`config.mk`:
```
export PLATFORM = sky130hd
export DESIGN_NAME = tls_layer_pick
export DESIGN_NICKNAME = d
export VERILOG_FILES = /design/src/rtl/tls_pkg.sv /design/src/rtl/tls_lfsr.sv /design/src/rtl/tls_scale.sv /design/src/rtl/tls_pick.sv /design/src/rtl/tls_layer_pick.sv
export SDC_FILE = /design/constraint.sdc
export NUM_CORES = 1
export LEC_CHECK = 0
export BUFFER_PORTS_ARGS = -buffer_cell sky130_fd_sc_hd__buf_2
export CORE_MARGIN = 2
export CORE_UTILIZATION = 60
export DETAILED_ROUTE_END_ITERATION = 16
export PLACE_DENSITY = 0.8
export SYNTH_ARGS = -nofsm -noshare
export SYNTH_HDL_FRONTEND = slang
export SYNTH_SLANG_ARGS = --single-unit
```
`constraint.sdc`:
```
create_clock -name clk_i -period 6 [get_ports clk_i]
set_clock_uncertainty 0.2 [all_clocks]
set_input_delay 0.9 -clock clk_i [delete_from_list [all_inputs] [get_ports clk_i]]
set_output_delay 0.9 -clock clk_i [all_outputs]
set_load 0.005 [all_outputs]
```
`src/rtl/tls_pkg.sv`:
```
package tls_pkg;
  localparam int unsigned RNG_W = 16;
  localparam logic [RNG_W-1:0] RNG_SEED = 16'hACE1;
  // taps for x^16 + x^14 + x^13 + x^11 + 1
  localparam logic [RNG_W-1:0] RNG_TAPS = 16'b1011_0100_0000_0000;

  function automatic int unsigned tri_sum(input int unsigned k);
    return (k * (k + 1)) / 2;
  endfunction
endpackage

```
`src/rtl/tls_lfsr.sv`:
```
module tls_lfsr
  import tls_pkg::*;
(
  input  logic             clk_i,
  input  logic             rst_ni,
  output logic [RNG_W-1:0] state_o
);
  logic [RNG_W-1:0] q;
  logic             fb;

  assign fb = ^(q & RNG_TAPS);

  always_ff @(posedge clk_i or negedge rst_ni) begin
    if (!rst_ni) q <= RNG_SEED;
    else         q <= {q[RNG_W-2:0], fb};
  end

  assign state_o = q;
endmodule

```
`src/rtl/tls_scale.sv`:
```
module tls_scale
  import tls_pkg::*;
#(
  parameter int unsigned LAYER_W = 3,
  localparam int unsigned N_W   = LAYER_W + 1,
  localparam int unsigned MAX_N = 1 << LAYER_W,
  localparam int unsigned TOT_W = $clog2(tri_sum(MAX_N) + 1)
) (
  input  logic [LAYER_W-1:0] src_i,
  input  logic [LAYER_W-1:0] dst_i,
  input  logic [RNG_W-1:0]   rnd_i,
  output logic [N_W-1:0]     n_o,
  output logic [TOT_W-1:0]   r_o
);
  logic [N_W-1:0]         n;
  logic [2*N_W-1:0]       sq;
  logic [TOT_W-1:0]       total;
  logic [RNG_W+TOT_W-1:0] prod;

  // a request that does not descend degenerates to a single candidate
  assign n     = (src_i > dst_i) ? ({1'b0, src_i} - {1'b0, dst_i} + N_W'(1)) : N_W'(1);
  assign sq    = {{N_W{1'b0}}, n} * {{N_W{1'b0}}, n + N_W'(1)};
  assign total = TOT_W'(sq >> 1);
  assign prod  = {{TOT_W{1'b0}}, rnd_i} * {{RNG_W{1'b0}}, total};

  assign n_o = n;
  assign r_o = prod[RNG_W +: TOT_W];
endmodule

```
`src/rtl/tls_pick.sv`:
```
module tls_pick
  import tls_pkg::*;
#(
  parameter int unsigned LAYER_W = 3,
  localparam int unsigned N_W   = LAYER_W + 1,
  localparam int unsigned MAX_N = 1 << LAYER_W,
  localparam int unsigned TOT_W = $clog2(tri_sum(MAX_N) + 1),
  localparam int unsigned CUM_W = TOT_W + N_W
) (
  input  logic [N_W-1:0]     n_i,
  input  logic [TOT_W-1:0]   r_i,
  output logic [LAYER_W-1:0] off_o
);
  logic [MAX_N-1:0] hit;
  logic [CUM_W-1:0] n_ext;
  logic [CUM_W-1:0] r_ext;

  assign n_ext = CUM_W'(n_i);
  assign r_ext = CUM_W'(r_i);

  // cumulative weight of the first k candidates: k*n - k(k-1)/2
  for (genvar k = 1; k <= MAX_N; k++) begin : g_cum
    logic [CUM_W-1:0] cum;
    assign cum        = CUM_W'(k) * n_ext - CUM_W'((k * (k - 1)) / 2);
    assign hit[k-1]   = (n_ext >= CUM_W'(k)) && (cum > r_ext);
  end

  always_comb begin
    off_o = '0;
    for (int j = MAX_N - 1; j >= 0; j--) begin
      if (hit[j]) off_o = LAYER_W'(j);
    end
  end
endmodule

```
`src/rtl/tls_layer_pick.sv`:
```
module tls_layer_pick
  import tls_pkg::*;
#(
  parameter int unsigned LAYER_W = 3,
  localparam int unsigned N_W   = LAYER_W + 1,
  localparam int unsigned MAX_N = 1 << LAYER_W,
  localparam int unsigned TOT_W = $clog2(tri_sum(MAX_N) + 1)
) (
  input  logic               clk_i,
  input  logic               rst_ni,
  input  logic               req_valid_i,
  output logic               req_ready_o,
  input  logic [LAYER_W-1:0] req_src_i,
  input  logic [LAYER_W-1:0] req_dst_i,
  output logic               rsp_valid_o,
  input  logic               rsp_ready_i,
  output logic [LAYER_W-1:0] rsp_layer_o
);
  logic [RNG_W-1:0]   rnd_q;
  logic [N_W-1:0]     n;
  logic [TOT_W-1:0]   r;
  logic [LAYER_W-1:0] off;
  logic               accept;
  logic               vld_q;
  logic [LAYER_W-1:0] layer_q;

  tls_lfsr u_rng (
    .clk_i   (clk_i),
    .rst_ni  (rst_ni),
    .state_o (rnd_q)
  );

  tls_scale #(.LAYER_W(LAYER_W)) u_scale (
    .src_i (req_src_i),
    .dst_i (req_dst_i),
    .rnd_i (rnd_q),
    .n_o   (n),
    .r_o   (r)
  );

  tls_pick #(.LAYER_W(LAYER_W)) u_pick (
    .n_i   (n),
    .r_i   (r),
    .off_o (off)
  );

  assign req_ready_o = !vld_q || rsp_ready_i;
  assign accept      = req_valid_i && req_ready_o;

  always_ff @(posedge clk_i or negedge rst_ni) begin
    if (!rst_ni) begin
      vld_q   <= 1'b0;
      layer_q <= '0;
    end else if (accept) begin
      vld_q   <= 1'b1;
      layer_q <= req_dst_i + off;
    end else if (rsp_ready_i) begin
      vld_q   <= 1'b0;
    end
  end

  assign rsp_valid_o = vld_q;
  assign rsp_layer_o = layer_q;
endmodule

```
==> flow_summary.toml <==
[route]
vias = 6223
antenna_left = 0
dr_wl_met2_mm = 10.61
drt_pass1_iterations = 5
wl_met3_mm = 1.293
wl_per_cell_um = 19.40
drc = 0
routed_wl_mm = 20.12
met1_length_mm = 7.380
vias_per_cell = 6.001
drtIter0Drc = 451
top_layer = "met4"

[timing]
rsz0062_at_grt = "yes"
period_minus_slack_ps = 10850
max_slew_margin_pct = 61.16
whs_ps = 216.8
slew_violations = 0
fin_crit_sh_pct = 180.8
tightest_slew_ps = 582.6
fmax_ghz = 0.09217
setup_viol_count_final = 3
finalHoldViolCount = 0
setup_slack_ps = -4849

[grt]
antenna_found_initial = 0
grt_pass1_wl_mm = 30.79
gr-total-overflow = 0
track_usage_pct = 34.57
grt_max_degree = 21
grt_pass1_vias = 6594

[power]
pwr-share-seq_pct = 8.9
ir_worst_vdd_mv = 0.2090
p_int_w = 0.0008771
leakagePower_nw = 3.876
pwr-share-comb_pct = 85.8
switchingPower_w = 0.0007949
switching_share_pct = 47.54
p_per_area_nw_per_um2 = 198.2
p_clk_share_pct = 5.3

[logic_synthesis]
ys_seq_area_share_pct = 8.332
yosysWarnings = 0
yosysMostFrequentCell = "inv_1"
synth_top_area_cell = "fa_1"
synth_top_cell_area_share_pct = 22.22
avgSynthCellArea_sq_um = 8.546
synth-edff-count = 0
synth.area.top_cells = "fa_1 (22%), ha_1 (18%), inv_1 (6.5%), and2_1 (4.9%), dfrtp_1 (4.9%)"
ys_async_sr_fraction_pct = 100.0
netlist_area_sq_um = 6127
synthCells = 717
ys.flop_type = "dfrtp_1"
synth_nets = 881
ys_types = 77
ys_ff_latch = 20
netlist_top_cells_count = "inv_1 (106), ha_1 (86), fa_1 (68), nand2_1 (68), and2_1 (48)"

[worst_setup_path]
crit_path_start_kind = "input pin"
endpoint_kind = "flop"
cp.required_ps = 5950
slowest_delay_ps = 510
reg2regPathDepth = 27
critPathMaxFanout = 8
crit_arrival_ps = 10800
path_class = "input pin to flop"
slowest_stage = "fa_1"
cp_common_cell = "buf_4"

[clocking]
cts_tree = "yes"
clock-sinks = 20
clkSlewWorstSetupHoldPaths_ps = 70
htree_num_levels = 1
cts_buffers = 3
insertion_delay_ps = 260
clk_path_buf_depth = 2
cts_hold_buf = 0
cts_root_buffer = "clkbuf_8"

[layout]
syn_to_final_growth_pct = 37.70
diodes = 0
drive_gt1_share_pct = 36.62
fin_nets = 1070
utilization_pct = 85.53

[floorplanning]
num_rows = 36
core_sq_um = 9864
ioPinCount = 15
die_y_um = 105.1
die_width_um = 105.1
dieArea_sq_um = 11040
initial_utilization_pct = 62.11

[hold_path]
hold_depth = 0
hold_path_class = "flop to flop"

[placed_design]
place_congestion = 0.9486
hpwl_mm = 15.24
port-buffer-count = 14

[status]
violations = "setup timing"
run_status = "finished, violations left"

[run]
drv_cap = 0
==> power groups by stage <==
| stage | clock, W | combinational (W) | sequential, W |
|---|---|---|---|
| 2_1_floorplan | 0 | 0.000750 | 0.000153 |
| 3_3_place_gp | 0 | 0.00119 | 0.000151 |
| 3_5_place_dp | 0 | 0.00124 | 0.000152 |
| 4_1_cts | 0.0000884 | 0.00132 | 0.000150 |
| 5_1_grt | 0.0000929 | 0.00153 | 0.000151 |
| 6_report | 0.0000881 | 0.00143 | 0.000150 |
==> registers in the layout, summed over array words and instances, names as in the netlist <==
register,flops
u_rng.state_o,16
rsp_layer_o,3
rsp_valid_o,1
==> final cells by class <==
cell class                 instances  area [sq um]
multi-input combinational        576          5808
timing repair buffer             194          1451
fill                             540          1428
sequential                        20         510.5
inverter                         111         459.2
tap                              133         166.4
clock buffer                       3         41.29
==> metrics by stage <==
| step | setup slack, ps | TNS [ps] | area [sq um] | power [W] | cells |
|---|---|---|---|---|---|
| after global routing | -5203 | -14840 | 8437 | 0.001775 | 1037 |
| after global placement | -4759 | -13620 | 7938 | 0.001337 | 1013 |
| after CTS | -4526 | -12790 | 8160 | 0.001556 | 1022 |
| final | -4849 | -13810 | 8437 | 0.001672 | 1037 |
| after detailed placement | -5040 | -14410 | 7938 | 0.001396 | 1013 |
| after floorplan | -4342 | -12320 | 6578 | 0.0009029 | 717 |
==> worst paths after layout <==
check | from | to | slack (ps)
worst min register to register | u_rng.state_o[6]$_DFF_PN1_ | u_rng.state_o[7]$_DFF_PN1_ | 220
max in group asynchronous | rst_ni | u_rng.state_o[6]$_DFF_PN1_ | 4870
worst min-delay path | u_rng.state_o[6]$_DFF_PN1_ | u_rng.state_o[7]$_DFF_PN1_ | 220
min in group asynchronous | rst_ni | rsp_layer_o[0]$_DFFE_PN0P_ | 380
worst max-delay path | req_src_i[1] | rsp_layer_o[2]$_DFFE_PN0P_ | -4850
worst max register to register | u_rng.state_o[5]$_DFF_PN1_ | rsp_layer_o[2]$_DFFE_PN0P_ | -880
==> layout by cell type (no fill, tap or decap), types with 5 or more instances in the layout <==
cell	n
inv_1	95
a211oi_1	6
ha_1	60
and2_1	43
xor2_1	5
nand2_1	63
nor2_1	20
nand2b_1	21
a21oi_2	8
dfstp_2	8
buf_4	175
o211ai_1	6
and2_4	5
a21o_1	11
nor2b_1	11
ha_4	22
dfrtp_1	12
nand4_1	6
fa_1	64
xnor2_1	29
inv_2	10
a21oi_1	32
nor3_1	8
nand3_1	7
buf_2	15
o21ai_0	19
==> worst max-delay path, delay by kind of cell <==
family / cells / cell delay, ps
xor+xnor: 3 / 490
fa+ha+maj: 14 / 4720
buf+inv: 17 / 1790
compound gates: 11 / 2210
simple gates: 4 / 660
==> routing by layer <==
| layer | vias up | track usage [%] |
|---|---|---|
| li1 | 2779 | - |
| met3 | 82 | 3.743 |
| met2 | 309 | 64.52 |
| met1 | 3053 | 40.10 |
| met5 | - | 0 |
| met4 | 0 | 13.71 |
==> repair_timing <==
item                                   CTS  global route
gates resized for setup                 30            33
endpoints found under the hold margin    0             0
setup endpoints to repair                3             3
setup buffers                            5            14
gates cloned                             1             1
pin swaps                               14            18
==> cell families (layout without fill, tap and decap cells) <==
group	count (synthesis)	in the layout	synth area share, %
AOI/OAI and AO/OA	143	143	16.42
xor gates and xnor gates	41	41	6.310
adders and majority gates	159	159	40.62
buffers and inverters	121	308	7.597
DFF	20	20	8.332
muxes	3	3	0.5309
and+or+nand+nor	230	230	20.20
Power figures use the tool's default switching activity.
